### src/rtl/fps_pkg.sv
package fps_pkg;
  localparam int N_TMR = 3;
  localparam int SLOT_W = 3;

  typedef enum logic [1:0] {
    TSRC_HW0 = 2'd0,
    TSRC_HW1 = 2'd1,
    TSRC_SW  = 2'd2,
    TSRC_OFF = 2'd3
  } tsrc_e;

  typedef struct packed {
    logic              sw;
    logic [2:0]        code;
    tsrc_e             src;
  } tmr_cfg_t;

  typedef struct packed {
    logic              sw;
    logic [SLOT_W-1:0] dn;
    logic [SLOT_W-1:0] up;
    logic [1:0]        src;
  } slv_cfg_t;

  localparam logic [1:0] SLV_SRC_SW = 2'd3;
  localparam logic [1:0] MODE_SLEEP = 2'd1;
  localparam logic [1:0] MODE_LP    = 2'd2;
endpackage

### src/rtl/fps_sync.sv
module fps_sync #(
  parameter int W = 2
) (
  input  logic         clk_i,
  input  logic         rst_ni,
  input  logic [W-1:0] d_i,
  output logic [W-1:0] q_o
);
  logic [W-1:0] meta_q;

  always_ff @(posedge clk_i or negedge rst_ni) begin
    if (!rst_ni) begin
      meta_q <= '0;
      q_o    <= '0;
    end else begin
      meta_q <= d_i;
      q_o    <= meta_q;
    end
  end
endmodule

### src/rtl/fps_cfg.sv
module fps_cfg import fps_pkg::*; #(
  parameter int N_SLV  = 6,
  parameter int ADDR_W = 4
) (
  input  logic                   clk_i,
  input  logic                   rst_ni,
  input  logic                   wr_en_i,
  input  logic [ADDR_W-1:0]      wr_addr_i,
  input  logic [15:0]            wr_data_i,
  output tmr_cfg_t [N_TMR-1:0]   tmr_o,
  output slv_cfg_t [N_SLV-1:0]   slv_o,
  output logic [1:0]             mode_o,
  output logic                   pok_en_o,
  output logic [N_SLV-1:0]       pok_mask_o
);
  localparam int ADDR_GLB  = N_TMR;
  localparam int ADDR_SLV0 = N_TMR + 1;

  logic unused_data;
  assign unused_data = ^wr_data_i;

  for (genvar k = 0; k < N_TMR; k++) begin : g_tmr
    always_ff @(posedge clk_i or negedge rst_ni) begin
      if (!rst_ni) tmr_o[k] <= '0;
      else if (wr_en_i && wr_addr_i == ADDR_W'(k)) tmr_o[k] <= tmr_cfg_t'(wr_data_i[5:0]);
    end
  end

  for (genvar i = 0; i < N_SLV; i++) begin : g_slv
    always_ff @(posedge clk_i or negedge rst_ni) begin
      if (!rst_ni) slv_o[i] <= '0;
      else if (wr_en_i && wr_addr_i == ADDR_W'(ADDR_SLV0 + i)) slv_o[i] <= slv_cfg_t'(wr_data_i[8:0]);
    end
  end

  always_ff @(posedge clk_i or negedge rst_ni) begin
    if (!rst_ni) begin
      mode_o     <= '0;
      pok_en_o   <= 1'b0;
      pok_mask_o <= '0;
    end else if (wr_en_i && wr_addr_i == ADDR_W'(ADDR_GLB)) begin
      mode_o     <= wr_data_i[1:0];
      pok_en_o   <= wr_data_i[2];
      pok_mask_o <= wr_data_i[8 +: N_SLV];
    end
  end
endmodule

### src/rtl/fps_timer.sv
module fps_timer import fps_pkg::*; #(
  parameter int BASE_US = 40
) (
  input  logic              clk_i,
  input  logic              rst_ni,
  input  logic              tick_i,
  input  logic [1:0]        hw_i,
  input  tmr_cfg_t          cfg_i,
  output logic              evt_o,
  output logic              up_o,
  output logic              busy_o,
  output logic [SLOT_W-1:0] slot_o
);
  localparam int CNT_W = $clog2(BASE_US * 128);

  logic             lvl, lvl_q, edge_det;
  logic [CNT_W-1:0] cnt_q, lim;

  always_comb begin
    case (cfg_i.src)
      TSRC_HW0: lvl = hw_i[0];
      TSRC_HW1: lvl = hw_i[1];
      TSRC_SW:  lvl = cfg_i.sw;
      default:  lvl = 1'b0;
    endcase
  end

  assign edge_det = lvl ^ lvl_q;
  assign lim      = CNT_W'((BASE_US << cfg_i.code) - 1);

  always_ff @(posedge clk_i or negedge rst_ni) begin
    if (!rst_ni) begin
      lvl_q  <= 1'b0;
      evt_o  <= 1'b0;
      up_o   <= 1'b0;
      busy_o <= 1'b0;
      slot_o <= '0;
      cnt_q  <= '0;
    end else begin
      lvl_q <= lvl;
      evt_o <= 1'b0;
      if (edge_det) begin
        // restart from slot 0 in the new direction
        busy_o <= 1'b1;
        up_o   <= lvl;
        slot_o <= '0;
        cnt_q  <= '0;
        evt_o  <= 1'b1;
      end else if (busy_o && tick_i) begin
        if (cnt_q == lim) begin
          cnt_q <= '0;
          if (slot_o == SLOT_W'(7)) begin
            busy_o <= 1'b0;
          end else begin
            slot_o <= slot_o + 1'b1;
            evt_o  <= 1'b1;
          end
        end else begin
          cnt_q <= cnt_q + 1'b1;
        end
      end
    end
  end


  evt_in_busy_chk: assert property (@(posedge clk_i) disable iff (!rst_ni)
    evt_o |-> busy_o);

  slot_step_chk: assert property (@(posedge clk_i) disable iff (!rst_ni)
    (evt_o && slot_o != '0) |-> slot_o == $past(slot_o) + 1'b1);

  slot_hold_chk: assert property (@(posedge clk_i) disable iff (!rst_ni)
    !evt_o |-> $stable(slot_o));

  restart_chk: assert property (@(posedge clk_i) disable iff (!rst_ni)
    edge_det |=> (evt_o && slot_o == '0 && up_o == $past(lvl)));
endmodule

### src/rtl/fps_slave.sv
module fps_slave import fps_pkg::*; (
  input  logic                         clk_i,
  input  logic                         rst_ni,
  input  logic [N_TMR-1:0]             evt_i,
  input  logic [N_TMR-1:0]             up_i,
  input  logic [N_TMR-1:0][SLOT_W-1:0] slot_i,
  input  slv_cfg_t                     cfg_i,
  input  logic [1:0]                   mode_i,
  output logic                         en_o,
  output logic                         lp_o
);
  logic              evt_s, up_s;
  logic [SLOT_W-1:0] slot_s;

  always_comb begin
    evt_s  = 1'b0;
    up_s   = 1'b0;
    slot_s = '0;
    for (int t = 0; t < N_TMR; t++) begin
      if (cfg_i.src == 2'(t)) begin
        evt_s  = evt_i[t];
        up_s   = up_i[t];
        slot_s = slot_i[t];
      end
    end
  end

  always_ff @(posedge clk_i or negedge rst_ni) begin
    if (!rst_ni) begin
      en_o <= 1'b0;
      lp_o <= 1'b0;
    end else if (cfg_i.src == SLV_SRC_SW) begin
      en_o <= cfg_i.sw;
      lp_o <= 1'b0;
    end else if (evt_s) begin
      if (up_s && slot_s == cfg_i.up) begin
        en_o <= 1'b1;
        lp_o <= 1'b0;
      end else if (!up_s && slot_s == cfg_i.dn) begin
        if (mode_i == MODE_SLEEP) begin
          en_o <= 1'b0;
          lp_o <= 1'b0;
        end else if (mode_i == MODE_LP) begin
          lp_o <= en_o;
        end
      end
    end
  end


  lp_needs_en_chk: assert property (@(posedge clk_i) disable iff (!rst_ni)
    lp_o |-> en_o);

  sw_follow_chk: assert property (@(posedge clk_i) disable iff (!rst_ni)
    (cfg_i.src == SLV_SRC_SW) |=> (en_o == $past(cfg_i.sw) && !lp_o));
endmodule

### src/rtl/fps_seq.sv
module fps_seq import fps_pkg::*; #(
  parameter int N_SLV   = 6,
  parameter int ADDR_W  = 4,
  parameter int BASE_US = 40
) (
  input  logic                    clk_i,
  input  logic                    rst_ni,
  input  logic                    tick_i,
  input  logic [1:0]              hw_en_i,
  input  logic                    wr_en_i,
  input  logic [ADDR_W-1:0]       wr_addr_i,
  input  logic [15:0]             wr_data_i,
  input  logic [N_SLV-1:0]        pok_i,
  output logic [N_SLV-1:0]        slv_en_o,
  output logic [N_SLV-1:0]        slv_lp_o,
  output logic                    rst_io_o,
  output logic [N_TMR-1:0]        tmr_busy_o,
  output logic [N_TMR*SLOT_W-1:0] tmr_slot_o
);
  tmr_cfg_t [N_TMR-1:0]           tmr_cfg;
  slv_cfg_t [N_SLV-1:0]           slv_cfg;
  logic [1:0]                     mode;
  logic                           pok_en;
  logic [N_SLV-1:0]               pok_mask;
  logic [1:0]                     hw_s;
  logic [N_TMR-1:0]               evt, up;
  logic [N_TMR-1:0][SLOT_W-1:0]   slot;

  fps_cfg #(.N_SLV(N_SLV), .ADDR_W(ADDR_W)) u_cfg (
    .clk_i, .rst_ni, .wr_en_i, .wr_addr_i, .wr_data_i,
    .tmr_o(tmr_cfg), .slv_o(slv_cfg), .mode_o(mode),
    .pok_en_o(pok_en), .pok_mask_o(pok_mask)
  );

  fps_sync #(.W(2)) u_sync (.clk_i, .rst_ni, .d_i(hw_en_i), .q_o(hw_s));

  for (genvar k = 0; k < N_TMR; k++) begin : g_tmr
    fps_timer #(.BASE_US(BASE_US)) u_tmr (
      .clk_i, .rst_ni, .tick_i, .hw_i(hw_s), .cfg_i(tmr_cfg[k]),
      .evt_o(evt[k]), .up_o(up[k]), .busy_o(tmr_busy_o[k]), .slot_o(slot[k])
    );
  end

  assign tmr_slot_o = slot;

  for (genvar i = 0; i < N_SLV; i++) begin : g_slv
    fps_slave u_slv (
      .clk_i, .rst_ni, .evt_i(evt), .up_i(up), .slot_i(slot),
      .cfg_i(slv_cfg[i]), .mode_i(mode),
      .en_o(slv_en_o[i]), .lp_o(slv_lp_o[i])
    );
  end

  always_ff @(posedge clk_i or negedge rst_ni) begin
    if (!rst_ni) rst_io_o <= 1'b1;
    else         rst_io_o <= !pok_en || (&(pok_i | ~pok_mask));
  end


  pok_drop_chk: assert property (@(posedge clk_i) disable iff (!rst_ni)
    (pok_en && |(~pok_i & pok_mask)) |=> !rst_io_o);

  pok_good_chk: assert property (@(posedge clk_i) disable iff (!rst_ni)
    (!pok_en || (pok_i & pok_mask) == pok_mask) |=> rst_io_o);
endmodule

### config.mk
export PLATFORM = sky130hd
export DESIGN_NAME = fps_seq
export DESIGN_NICKNAME = d
export VERILOG_FILES = /design/src/rtl/fps_pkg.sv /design/src/rtl/fps_sync.sv /design/src/rtl/fps_cfg.sv /design/src/rtl/fps_timer.sv /design/src/rtl/fps_slave.sv /design/src/rtl/fps_seq.sv
export SDC_FILE = /design/constraint.sdc
export NUM_CORES = 1
export LEC_CHECK = 0
export BUFFER_PORTS_ARGS = -buffer_cell sky130_fd_sc_hd__buf_2
export CORE_AREA = 2 2 140 142
export DETAILED_ROUTE_END_ITERATION = 10
export DIE_AREA = 0 0 142 144
export HOLD_SLACK_MARGIN = 0.03
export PLACE_DENSITY = 0.69
export SLEW_MARGIN = 20
export SYNTH_ARGS = -nofsm -noshare
export SYNTH_HDL_FRONTEND = slang
export SYNTH_SLANG_ARGS = --single-unit
### constraint.sdc
create_clock -name clk_i -period 3 [get_ports clk_i]
set_input_delay 0.45 -clock clk_i [delete_from_list [all_inputs] [get_ports clk_i]]
set_output_delay 0.45 -clock clk_i [all_outputs]
set_load 0.1 [all_outputs]
Yosys cells after proc, flatten, opt, wreduce, memory -nomap -nowiden
Index checks and enable logic that the tools add are counted.
- output and inout bits: 25
- register bits: 158
- input bits: 32
- shift operators: 3
- eq/ne operators: 56
- reduce and logical (&&, ||, !) cells: 95
- add/subtract/negate cells: 9
- mux-type cells: 163
- bitwise gates (word level): 5
- operators with widths (cell ; count):
    two-way mux 1 bit ; 121
    two-way mux 13 bit ; 9
    two-way mux 3 bit ; 30
    AND reduction 3 bit ; 18
    adder 13 x 1 -> 13 bit, second input constant ; 3
    equality test 13 bit ; 3
    left shift 6 x 3 -> 13 bit, first input constant ; 3
    subtractor 13 x 2 -> 13 bit, second input constant ; 3
    equality test 3 bit ; 12
    nonzero test 3 bit ; 12
    equality test 2 bit, second input constant ; 16
    nonzero test 2 bit ; 15
    logical AND 1 bit ; 25
    nonzero test 4 bit ; 6
    equality test 2 x 1 -> 1 bit, second input constant ; 10
    logical NOT 2 bit ; 9
    equality test 4 x 3 -> 1 bit, second input constant ; 4
    adder 3 x 1 -> 3 bit, second input constant ; 3
    equality test 3 bit, second input constant ; 3
    one-hot mux 1 bit (3 select lines) ; 3
    equality test 4 x 2 -> 1 bit, second input constant ; 2
    equality test 4 bit, second input constant ; 2
    logical NOT 1 bit ; 7
    inequality test 2 x 1 -> 1 bit, second input constant ; 3
    7 further kinds ; 9

Depth between registers and ports, before layout
Gate-level depths: netlist (run 1).
- word-level depth: 10
- depth in mapped cells: 12

By module
A second synthesis (run 1) with hierarchy kept.
- cells, all modules: 1005
- area, all modules: 10278.6 µm²
- modules (own cells, without submodules) (module ; times used ; cells each ; area each (µm²)):
    fps_cfg ; 1 ; 185 ; 3126.7
    fps_slave ; 6 ; 59 ; 476.7
    fps_timer at g_tmr[0].u_tmr ... ; 2 ; 148 ; 1341.3
    fps_timer at g_tmr[2].u_tmr ; 1 ; 155 ; 1433.9
    fps_sync ; 1 ; 4 ; 100.1
    fps_seq ; 1 ; 11 ; 75.1

Least setup slack after synthesis (run 1)
Ideal clock, no wire load.
- path kind: register to register
- start point: register u_cfg.tmr_o[8] (netlist bit)
- end point: register g_tmr[1].u_tmr.slot_o[0]
- cell stages (with the launch flop): 11
- arrival time: 2.760 ns
- path buffers: 2
- setup slack: 0.162 ns
- data required time: 2.922 ns
- period minus slack after synthesis: 2.838 ns
- cells stage by stage: dfrtp_1 buf_6 or3_4 ha_1 xor2_1 and3b_1 o311ai_1 or4_1 clkbuf_2 or4_1 a21oi_1
- cells in the longest elaborated chain, start to end: 5
- ends and longest elaborated chain (item ; line ; source):
    from (decl) ; fps_cfg.sv:10 ; output tmr_cfg_t [N_TMR-1:0] tmr_o,
    from (signal, indexed assignment) ; fps_cfg.sv:25 ; else if (wr_en_i && wr_addr_i == ADDR_W'(k)) tmr_o[k] <= tmr_cfg_t'(wr_data_i[5:0]);
    left shift 6 x 3 -> 13 bit ; fps_timer.sv:29 ; assign lim = CNT_W'((BASE_US << cfg_i.code) - 1);
    subtractor 13 x 2 -> 13 bit ; fps_timer.sv:29 ;
    equality test 13 bit ; fps_timer.sv:50 ; if (cnt_q == lim) begin
    nonzero test 2 bit (no source line) ; n/a ;
    AND reduction 3 bit (no source line) ; n/a ;
    to (signal assigned) ; fps_timer.sv:55 ; slot_o <= slot_o + 1'b1;
    to (decl) ; fps_timer.sv:12 ; output logic [SLOT_W-1:0] slot_o
Every way passes these cells.
A chain may end at the register's enable or synchronous reset.

Final worst setup path (run 1)
- start point: register u_cfg.tmr_o[9] (netlist bit)
- end point: register g_tmr[1].u_tmr.slot_o[0]
The elaborated chain is that of the path after synthesis.

==> summary.txt, run 1 <==
Critical path
  – Highest-delay cell along the critical path: or4_4
  – Worst path top cell family by delay: simple AND/OR/NAND/NOR gates
  – Data required time at the worst endpoint: 3.35 ns
  – Startpoint type of the worst setup path: flop
  – Depth of the worst register-to-register path: 8
  – CP Cell Sequence: or3_4, ha_1, xor2_2, and3b_1, o311ai_1, or4_4, or4_1, a21oi_1
  – Largest stage delay, worst path: ~0.56 ns
  – Bufs and invs on worst path: 0
  – Logic depth of the worst path, buffers included: 8
  – Type of the setup path with the least slack: reg2reg
  – Setup crit end kind: flop
  – Arr. time, crit path: 3.16 ns
  – Highest net fanout along the worst path: 8

Synthesis
  – Seq cells post-synth: 158
  – Post-synthesis area per instance: 9.97 um^2
  – Total of warnings raised by yosys: 0
  – Ys async rst share: 100%
  – Number of enable-type register cells in the synthesized netlist: 0
  – Sequential share of the synthesized area: 42.7%
  – Flip-flop cell with the highest count after synthesis: dfrtp_1
  – Mapped Nets: 973
  – Post-Synthesis Cell Area: 9260 um^2
  – Number of cells produced by synthesis: 928
  – Number of distinct standard cells referenced by the synthesized netlist: 65

Floorplan
  – Area inside the core boundary: about 19000 um^2
  – Die Ht: about 140 um
  – Initial Util: 48.5%
  – Total I/O pin count: 57
  – Count of standard-cell rows: just over 50
  – Die width: 142 um
  – Die footprint: 20400 um^2

STA
  – Rel. slew slack: between 30% and 40%
  – Final critical path time including I/O delays and setup: about 2.8 ns
  – Post-route setup slack: 0.190 ns
  – Worst-Margin Slew: between 0.9 and 1 ns
  – Count of final hold-check violations: 0
  – Slew Limit Fails: 0
  – Final worst path period share: a little over nine tenths
  – Total Negative Setup Slacks: 0 ns
  – Worst slack on hold paths: 0.0123 ns
  – Final setup viols: 0
  – Maximum clock rate: 356 MHz
  – Post-route clock skew: 0.0106 ns
  – Setup repair after global routing missed its margin: false

Cells and area
  – Combined area of the multi-input logic cells: 4870 um^2
  – Share of the core filled with cells in the final layout: 53.8%
  – Area growth from synthesis to layout: 10.9%
  – Fraction of final layout cells sized beyond drive strength 1: between 20% and 30%
  – Diodes inserted: 0
  – Most common cell after layout, fill and taps aside: dfrtp_1
  – Filler cell count in the final layout: 1676
  – Leading cell types in the layout, fill and taps excluded: 156 x dfrtp_1, 75 x mux2_2, 69 x nor2_1, 63 x nand2_1, 57 x xnor2_1
  – Number of nets in the layout: between 900 and 1000
  – Reg area: 3960 um^2

Clock tree
  – Total clock buffers created by CTS: 17
  – Maximum clock insertion buffer count: 2
  – Count of buffers added by post-CTS timing repair for setup: 0
  – Level count of the clock H-tree: 4
  – TritonCTS clock tree: done
  – Latest clock arrival within the worst-skew pair: 0.43 ns
  – Clock root buffer: clkbuf_16
  – Number of sinks handled by clock tree synthesis: 158
  – Clock Pin Slew Worst Setup and Hold Paths: 0.07 ns

Placed design
  – Final weighted congestion in routability-driven placement: 0.830
  – Post-placement worst setup slack: 0.177 ns
  – HPWL after detailed placement: 14.6 mm
  – Count of buffers from port buffering: between 50 and 60

Route
  – Initial DRC Count: 400
  – Sum of routed wire length over all layers: 21.4 mm
  – DRC violation count after routing: 0
  – Vias per inst: about 5.8
  – Average routed wire per standard cell: ~18 um
  – Via count of the routed design: 6945
  – Detailed Routing Iterations Pass 1: 4
  – Detail Route Antenna Nets: 0

Global routing
  – Antenna violations before repair: 0
  – Largest net degree at the start of global routing: 70
  – Global-route usage over all layers: 22.0%
  – Number of global-route vias before repair: 6538
  – First-pass GRT wire length: between 30 and 40 mm
  – Sum of overflow across all layers after global routing: 0

Flow run
  – Max-cap viol count: 0

Outcome
  – Status: finished, final reports clean

Power and ir drop
  – Power Density: 765 nW/um^2
  – Maximum ir drop on the vdd rail: 0.000470 V
  – Leak pwr: about 0.0043 uW

Hold path
  – Path class of the lowest-slack min-delay path: in2async
==> final cells by class <==
| class | instances | share of cell area (%) |
|---|---|---|
| inverter | 24 | 0.877 |
| clock inverter | 15 | 1.57 |
| multi-input combinational | 673 | 47.4 |
| tap | 238 | 2.90 |
| sequential | 158 | 38.5 |
| clock buffer | 17 | 4.14 |
| timing repair buffer | 78 | 4.57 |
==> Yosys cell counts, drive strengths merged (9+ instances only) <==
cell / instances / area [um^2]
xor2: 28 / 245
dfrtp: 157 / 3930
clkbuf: 38 / 144
mux2i: 34 / 340
ha: 13 / 163
buf: 35 / 216
a2111oi: 10 / 87.6
xnor2: 57 / 499
mux2: 75 / 845
nand2: 63 / 236
nor2: 69 / 259
o21ai: 39 / 195
nand3b: 12 / 90.1
a21oi: 28 / 140
a211oi: 22 / 165
nand3: 15 / 75.1
nand4: 22 / 138
nand2b: 9 / 56.3
inv: 24 / 90.1
nor4: 14 / 87.6
o2bb2ai: 19 / 166
nor2b: 20 / 125
o22ai: 9 / 56.3
o211ai: 9 / 67.6
and2: 12 / 75.1
==> final timing paths <==
check / from / to / slack [ns]
worst max-delay path: u_cfg.tmr_o[9] / g_tmr[1].u_tmr.slot_o[0] / 0.19
worst min-delay path: rst_ni / g_tmr[2].u_tmr.cnt_q[3] / 0.01
worst max register to register: u_cfg.tmr_o[9] / g_tmr[1].u_tmr.slot_o[0] / 0.19
worst min register to register: u_sync.meta_q[0] / u_sync.q_o[0] / 0.35
max in group asynchronous: rst_ni / rst_io_o / 2.17
min in group clk_i: hw_en_i[1] / u_sync.meta_q[1] / 0.13
==> logic make-up after synthesis <==
family	Yosys count	share of synthesized area, %
AO/OA/AOI/OAI	187	14.1
buffers and inverters	97	4.87
AND/OR/NAND/NOR	277	15.5
adder cells (fa/ha/maj)	15	1.97
flip-flops	158	42.7
multiplexers	109	12.8
XOR/XNOR	85	8.04
==> sequential cells by signal, summed over array words and instances, names as in the netlist <==
| name | count |
|---|---|
| u_cfg.pok_en_o | 1 |
| u_cfg.tmr_o | 18 |
| g_tmr.u_tmr.evt_o | 3 |
| u_cfg.mode_o | 2 |
| g_tmr.u_tmr.slot_o | 9 |
| u_cfg.pok_mask_o | 6 |
| g_tmr.u_tmr.up_o | 3 |
| g_tmr.u_tmr.lvl_q | 3 |
| g_tmr.u_tmr.cnt_q | 39 |
| g_tmr.u_tmr.busy_o | 3 |
| rst_io_o | 1 |
| u_sync.q_o | 2 |
| g_slv.u_slv.en_o | 6 |
| u_sync.meta_q | 2 |
| u_cfg.slv_o | 54 |
| g_slv.u_slv.lp_o | 6 |
==> stage by stage <==
stage / cells / power [uW] / area, um^2
3_5_place_dp: 1171 / 5710 / 9660
3_3_place_gp: 1171 / 5650 / 9660
6_report: 1203 / 7850 / 10300
5_1_grt: 1203 / 8300 / 10300
4_1_cts: 1203 / 7880 / 10200
2_1_floorplan: 928 / 5170 / 9260
==> where the power goes <==
| group | leakage [uW] | switching, uW | internal (uW) |
|---|---|---|---|
| combinational | 0.00200 | 1600 | 1020 |
| sequential | 0.00199 | 533 | 2550 |
| clock | 0.000290 | 1030 | 1120 |
| total | 0.00428 | 3160 | 4690 |
==> what timing repair did <==
item / CTS / global route
endpoints found under the setup margin: 0 / 14
resized for setup: 0 / 5
hold buffers: 0 / 0
==> metal layers <==
metal	GRT usage, %	vias to the layer above	routed length (um)
li1	-	3383	-
met1	30.9	3397	10100
met2	35.0	134	10000
met3	3.77	31	914
met4	6.95	0	346
met5	0	-	0
Power figures use the tool's default switching activity.
==> run 2, diff against run 1 <==
--- a/config.mk
+++ b/config.mk
@@ -10,7 +10,7 @@
 export DETAILED_ROUTE_END_ITERATION = 10
 export DIE_AREA = 0 0 142 144
 export HOLD_SLACK_MARGIN = 0.03
-export PLACE_DENSITY = 0.69
+export PLACE_DENSITY = 0.8
 export SLEW_MARGIN = 20
 export SYNTH_ARGS = -nofsm -noshare
 export SYNTH_HDL_FRONTEND = slang
==> run 2 against run 1 <==
Final area up 0.56%. Count of clock-buffer cells in the layout unchanged. Routed wire length up 3.0%. Sequential power about the same. First-iteration DRC count up 37%. Final cell count up 0.17%. Via count up 3.7%. Sequential share of layout area down 0.21 points. Combinational power up 2%. Hold slack better by 0.10 ns.
==> summary.txt, run 2 (synthesis results as in run 1) <==
Floorplan
  – Area inside the core boundary: 19100 um^2 (unchanged)
  – Total I/O pin count: 57 (unchanged)
  – Die Ht: 144 um (unchanged)
  – Initial Util: 48.5% (unchanged)
  – Count of standard-cell rows: 51 (unchanged)
  – Die width: 142 um (unchanged)
  – Die footprint: 20400 um^2 (unchanged)

Global routing
  – Sum of overflow across all layers after global routing: 0 (unchanged)
  – Antenna violations before repair: 1 (+1)
  – Global-route usage over all layers: 22.2% (+0.13 points)
  – Largest net degree at the start of global routing: 68 (-2.9%)
  – Number of global-route vias before repair: 6908 (+5.7%)
  – First-pass GRT wire length: 35.6 mm (+1.9%)

Power and ir drop
  – Overall power of the completed layout: 7990 uW (+1.8%)
  – Power Density: 774 nW/um^2 (+1.3%)
  – Maximum ir drop on the vdd rail: 0.000529 V (+13%)
  – Fraction of power spent switching nets: 39.3% (-0.93 points)
  – Leak pwr: 0.00430 uW (+0.56%)
  – Clock share of power: 27.8% (+0.4 points)
  – Logic gate share of total power: 33.4% (about the same)
  – Internal power: 4850 uW (+3.4%)
  – Net switching power: 3140 uW (-0.52%)
  – Share of total power in sequential cells: 38.8% (-0.5 points)

STA
  – Final setup viols: 0 (unchanged)
  – Final worst path period share: 95.1% (+1.4 points)
  – Post-route clock skew: 0.0117 ns (+0.00119 ns)
  – Rel. slew slack: 32.0% (-6.3 points)
  – Worst-Margin Slew: 1.01 ns (+0.0944 ns)
  – Slew Limit Fails: 0 (unchanged)
  – Worst slack on hold paths: 0.113 ns (+0.101 ns)
  – Final critical path time including I/O delays and setup: 2.85 ns (+0.0417 ns)
  – Count of final hold-check violations: 0 (unchanged)
  – Maximum clock rate: 351 MHz (-1.5%)
  – Total Negative Setup Slacks: 0 ns (unchanged)

Route
  – Detailed Routing Iterations Pass 1: 5 (+1)
  – DRC violation count after routing: 0 (unchanged)
  – Sum of routed wire length over all layers: 22.0 mm (+3.0%)
  – Vias per inst: 5.98 (+3.5%)
  – Initial DRC Count: 546 (+37%)
  – Average routed wire per standard cell: 18.3 um (+2.9%)
  – Via count of the routed design: 7203 (+3.7%)
  – Detail Route Antenna Nets: 0 (unchanged)

Cells and area
  – Leading cell types in the layout, fill and taps excluded: 156 x dfrtp_1, 75 x mux2_2, 69 x nor2_1, 63 x nand2_1, 55 x xnor2_1
  – Number of nets in the layout: 999 (+0.20%)
  – Fraction of final layout cells sized beyond drive strength 1: 22.5% (+0.58 points)
  – Number of flip-flops under the largest register name: 54 (unchanged)
  – Most common cell after layout, fill and taps aside: dfrtp_1
  – Combined area of the multi-input logic cells: 4890 um^2 (+0.54%)
  – Reg area: 3960 um^2 (unchanged)
  – Filler cell count in the final layout: 1622 (-3.2%)
  – Share of the core filled with cells in the final layout: 54.1% (+0.30 points)
  – Area growth from synthesis to layout: 11.6%
  – Most flop-heavy register: u_cfg.slv_o
  – Largest regs: u_cfg.slv_o x54, g_tmr.u_tmr.cnt_q x39, u_cfg.tmr_o x18
  – Cell area after layout: 10300 um^2 (+0.56%)
  – Diodes inserted: 0 (unchanged)

Clock tree
  – Number of sinks handled by clock tree synthesis: 158 (unchanged)
  – Latest clock arrival within the worst-skew pair: 0.44 ns (about the same)
  – Total clock buffers created by CTS: 17 (unchanged)
  – Maximum clock insertion buffer count: 2 (unchanged)
  – Level count of the clock H-tree: 4 (unchanged)
  – TritonCTS clock tree: done
  – Clock root buffer: clkbuf_16
  – Clock Pin Slew Worst Setup and Hold Paths: 0.07 ns (about the same)

Flow run
  – Max-cap viol count: 0 (unchanged)

Critical path
  – CP Cell Sequence: buf_4, and2b_1, nand2b_1, ha_2, xor2_2, and3b_1, o311ai_1, or4_4, or4_1, a21oi_2
  – Bufs and invs on worst path: 1 (+1)
  – Worst path top cell family by delay: simple AND/OR/NAND/NOR gates
  – Highest net fanout along the worst path: 7 (-1)
  – Largest stage delay, worst path: 0.60 ns (+0.04 ns)
  – Highest-delay cell along the critical path: or4_4
  – Startpoint type of the worst setup path: flop
  – Type of the setup path with the least slack: reg2reg
  – Setup crit end kind: flop
  – Data required time at the worst endpoint: 3.36 ns (about the same)
  – Arr. time, crit path: 3.21 ns (+0.05 ns)

Hold path
  – Path class of the lowest-slack min-delay path: in2reg

Placed design
  – Final weighted congestion in routability-driven placement: 0.880 (+6.0%)
  – Area post-placement: 9670 um^2 (about the same)
  – HPWL after detailed placement: 14.9 mm (+2.0%)
  – Count of buffers from port buffering: 54 (unchanged)

Outcome
  – Status: finished, final reports clean
==> run 2: metal layers <==
layer / up-vias / routed length [um] / global-route usage [%]
met2: 180 / 10700 / 35.7
met4: 2 / 432 / 7.63
met1: 3592 / 9740 / 29.6
li1: 3380 / - / -
met3: 49 / 1120 / 5.00
met5: - / 7 / 0
==> run 2: power groups by stage <==
stage / combinational (uW) / sequential (uW) / clock [uW]
final: 2670 / 3100 / 2220
after CTS: 2640 / 3080 / 2250
after global routing: 2910 / 3150 / 2350
after detailed placement: 2620 / 3110 / 0
after floorplan: 2340 / 2830 / 0
after global placement: 2540 / 3090 / 0
==> run 2: metrics by stage <==
stage	setup WS (ns)	std cells
final	0.148	1205
after global routing	-0.0160	1205
after CTS	0.0566	1205
after detailed placement	0.0246	1172
after global placement	0.118	1172
after floorplan	0.162	928
==> run 2: path summary, 6_finish.rpt <==
| check | cells past startpoint | start | endpoint | slack [ns] |
|---|---|---|---|---|
| worst max-delay path | 10 | u_cfg.tmr_o[8] | g_tmr[1].u_tmr.slot_o[0] | 0.15 |
| worst min-delay path | 1 | hw_en_i[1] | u_sync.meta_q[1] | 0.11 |
| worst max register to register | 10 | u_cfg.tmr_o[8] | g_tmr[1].u_tmr.slot_o[0] | 0.15 |
| worst min register to register | 0 | u_sync.meta_q[1] | u_sync.q_o[1] | 0.39 |
| max in group asynchronous | 3 | rst_ni | rst_io_o | 1.53 |
| min in group asynchronous | 2 | rst_ni | g_tmr[2].u_tmr.cnt_q[11] | 0.53 |
==> run 2: worst register-to-register path, delay by kind of cell (launching register included) <==
| kind | cells | cell delay (ns) |
|---|---|---|
| xor+xnor | 1 | 0.20 |
| flops | 1 | 0.40 |
| compound gates | 2 | 0.28 |
| simple gates | 5 | 1.53 |
| buf+inv | 1 | 0.17 |
| fa+ha+maj | 1 | 0.22 |
==> run 2: cell type report <==
cell class,instances,area share [%]
clock buffers,17,4.12
clock inverters,15,1.70
inverters,24,0.873
multi-input cells,673,47.4
flip-flops and latches,158,38.3
well taps,238,2.88
repair buffers,80,4.71
==> run 2: what timing repair did <==
item | CTS | global route
pin swaps | 0 | 0
hold endpoints to repair | 56 | 0
gates resized for setup | 1 | 8
hold buffers | 1 | 0
buffers inserted | 0 | 0
setup endpoints to repair | 1 | 21
==> run 3, diff against run 2 <==
--- a/config.mk
+++ b/config.mk
@@ -6,11 +6,12 @@
 export NUM_CORES = 1
 export LEC_CHECK = 0
 export BUFFER_PORTS_ARGS = -buffer_cell sky130_fd_sc_hd__buf_2
-export CORE_AREA = 2 2 140 142
+export CORE_AREA = 2 2 166 168
 export DETAILED_ROUTE_END_ITERATION = 10
-export DIE_AREA = 0 0 142 144
+export DIE_AREA = 0 0 168 170
 export HOLD_SLACK_MARGIN = 0.03
-export PLACE_DENSITY = 0.8
+export PLACE_DENSITY = 0.63
+export SKIP_CTS_REPAIR_TIMING = 1
 export SLEW_MARGIN = 20
 export SYNTH_ARGS = -nofsm -noshare
 export SYNTH_HDL_FRONTEND = slang
==> run 3 against run 2 <==
Largest power group unchanged. First-iteration DRC count down 1.6%. Highest routed layer is now met4. Clock power down 3%. Utilization down 15 points. Register-to-register slack about the same. Flip-flop and latch count unchanged. Via count down 2.9%. Die area up 40%. Largest cell class unchanged.
==> summary.txt, run 3 (synthesis results as in run 1) <==
Route
  – Initial DRC Count: 537 (-1.6%)
  – Via count of the routed design: 6996 (-2.9%)
  – Average routed wire per standard cell: 17.0 um (-7.2%)
  – DRC violation count after routing: 0 (unchanged)
  – Detail Route Antenna Nets: 0 (unchanged)
  – Sum of routed wire length over all layers: 22.2 mm (+0.78%)
  – Vias per inst: 5.35 (-11%)
  – Detailed Routing Iterations Pass 1: 5 (unchanged)

STA
  – Worst-Margin Slew: 0.982 ns (-0.0312 ns)
  – Rel. slew slack: 34.1% (+2.1 points)
  – Count of final hold-check violations: 0 (unchanged)
  – Final critical path time including I/O delays and setup: 2.84 ns (-0.00723 ns)
  – Maximum clock rate: 352 MHz (+0.25%)
  – Final setup viols: 0 (unchanged)
  – Total Negative Setup Slacks: 0 ns (unchanged)
  – Slew Limit Fails: 0 (unchanged)
  – Final worst path period share: 94.8% (-0.24 points)
  – Setup repair after global routing missed its margin: false
  – Post-route clock skew: 0.00966 ns (-0.00208 ns)

Clock tree
  – TritonCTS clock tree: done
  – Clock Pin Slew Worst Setup and Hold Paths: 0.07 ns (about the same)
  – Number of sinks handled by clock tree synthesis: 158 (unchanged)
  – Clock root buffer: clkbuf_16
  – Maximum clock insertion buffer count: 2 (unchanged)
  – Level count of the clock H-tree: 4 (unchanged)
  – Latest clock arrival within the worst-skew pair: 0.44 ns (about the same)
  – Total clock buffers created by CTS: 17 (unchanged)

Power and ir drop
  – Power Density: 756 nW/um^2 (-2.3%)
  – Net switching power: 3110 uW (-1.0%)
  – Share of total power in sequential cells: 39.3% (+0.5 points)
  – Fraction of power spent switching nets: 39.6% (+0.30 points)
  – Leak pwr: 0.00427 uW (-0.78%)
  – Clock share of power: 27.4% (-0.4 points)
  – Maximum ir drop on the vdd rail: 0.000382 V (-28%)
  – Logic gate share of total power: 33.3% (about the same)
  – Internal power: 4740 uW (-2.2%)

Global routing
  – Antenna violations before repair: 0 (-1)
  – Number of global-route vias before repair: 6831 (-1.1%)
  – Largest net degree at the start of global routing: 88 (+29%)
  – Sum of overflow across all layers after global routing: 0 (unchanged)
  – Global-route usage over all layers: 16.1% (-6.0 points)
  – First-pass GRT wire length: 36.4 mm (+2.2%)

Cells and area
  – Most flop-heavy register: u_cfg.slv_o
  – Largest regs: u_cfg.slv_o x54, g_tmr.u_tmr.cnt_q x39, u_cfg.tmr_o x18
  – Number of flip-flops under the largest register name: 54 (unchanged)
  – Cell area after layout: 10400 um^2 (+0.59%)
  – Area growth from synthesis to layout: 12.2%
  – Filler cell count in the final layout: 2612 (+61%)
  – Diodes inserted: 0 (unchanged)
  – Number of nets in the layout: 999 (unchanged)
  – Fraction of final layout cells sized beyond drive strength 1: 21.8% (-0.72 points)
  – Leading cell types in the layout, fill and taps excluded: 157 x dfrtp_1, 75 x mux2_2, 69 x nor2_1, 63 x nand2_1, 57 x xnor2_1
  – Most common cell after layout, fill and taps aside: dfrtp_1

Placed design
  – Count of buffers from port buffering: 54 (unchanged)
  – Final weighted congestion in routability-driven placement: 0.834 (-5.2%)
  – HPWL after detailed placement: 15.4 mm (+3.5%)
  – Area post-placement: 9810 um^2 (+1.4%)

Floorplan
  – Count of standard-cell rows: 60 (+18%)
  – Die Ht: 170 um (+18%)
  – Die footprint: 28600 um^2 (+40%)
  – Total I/O pin count: 57 (unchanged)
  – Area inside the core boundary: 26700 um^2 (+40%)
  – Initial Util: 34.7% (-14 points)
  – Die width: 168 um (+18%)

Critical path
  – Startpoint type of the worst setup path: flop
  – CP Cell Sequence: or3_4, ha_1, xor2_1, nor4_1, o311ai_1, or4_4, or4_1, a21oi_1
  – Highest net fanout along the worst path: 5 (-2)
  – Data required time at the worst endpoint: 3.35 ns (about the same)
  – Type of the setup path with the least slack: reg2reg
  – Setup crit end kind: flop
  – Arr. time, crit path: 3.19 ns (-0.02 ns)
  – Highest-delay cell along the critical path: or4_4
  – Largest stage delay, worst path: 0.59 ns (about the same)

Outcome
  – Status: finished, final reports clean

Hold path
  – Path class of the lowest-slack min-delay path: in2async

Flow run
  – Max-cap viol count: 0 (unchanged)
==> run 3: changes by cell type in the layout (fill, tap and decap cells not counted), sizes merged <==
cell / delta
clkinvlp: +3
clkinv: -2
buf: +1
bufinv: -1
dlygate4sd3: -1
==> run 3: path summary, 6_finish.rpt <==
path                             startpoint                        to  slack [ns]  depth (start not counted)
setup reg to reg            u_cfg.tmr_o[10]  g_tmr[1].u_tmr.slot_o[0]        0.16                          8
setup / recovery            u_cfg.tmr_o[10]  g_tmr[1].u_tmr.slot_o[0]        0.16                          8
hold reg to reg            u_sync.meta_q[1]             u_sync.q_o[1]        0.35                          0
min in group clk_i               hw_en_i[0]          u_sync.meta_q[0]        0.12                          1
max in group asynchronous            rst_ni                  rst_io_o        2.19                          2
hold / removal                       rst_ni            u_cfg.slv_o[8]        0.07                          1
==> run 3: worst max-delay path: cells and delay by family, from the launching register on <==
kind / cells / cell delay, ns
xor gates and xnor gates: 1 / 0.17
and+or+nand+nor: 4 / 1.62
AOI/OAI and AO/OA: 2 / 0.34
DFF: 1 / 0.38
adders and majority gates: 1 / 0.25
==> run 3: layout make-up <==
type	instances	area [um^2]	area share (%)
clock inverters	15	151	1.46
inverters	24	90.1	0.867
well taps	341	427	4.11
repair buffers	80	484	4.66
multi-input cells	673	4850	46.7
flip-flops and latches	158	3960	38.1
clock buffers	17	425	4.10
==> run 3: power by group through the flow <==
stage	combinational, uW	clock, uW	sequential [uW]
floorplan	2340	0	2830
global placement	2570	0	3100
detailed placement	2610	0	3120
CTS	2630	2190	3080
global route	2860	2280	3150
finish	2620	2150	3090
==> run 3: per-stage QoR <==
step	hold slack, ns	total power (uW)	std cells	utilization (%)	setup slack [ns]
3_5_place_dp	0.338	5730	1276	36.8	0.127
6_report	0.0705	7850	1308	39.0	0.156
4_1_cts	0.111	7900	1308	39.0	0.110
5_1_grt	0.110	8300	1308	39.0	0.0325
3_3_place_gp	0.336	5670	1276	36.8	0.176
2_1_floorplan	0.154	5170	928	-	0.162
==> run 3: metal layers <==
metal  share of wire [%]  wire length (um)  global-route usage (%)  vias up
met5                   0                 0                       0        -
li1                    -                 -                       -     3378
met3                 4.1               906                    2.91       34
met1                  48             10700                    22.4     3428
met4                 1.7               385                    4.65        0
met2                  46             10200                    25.7      156
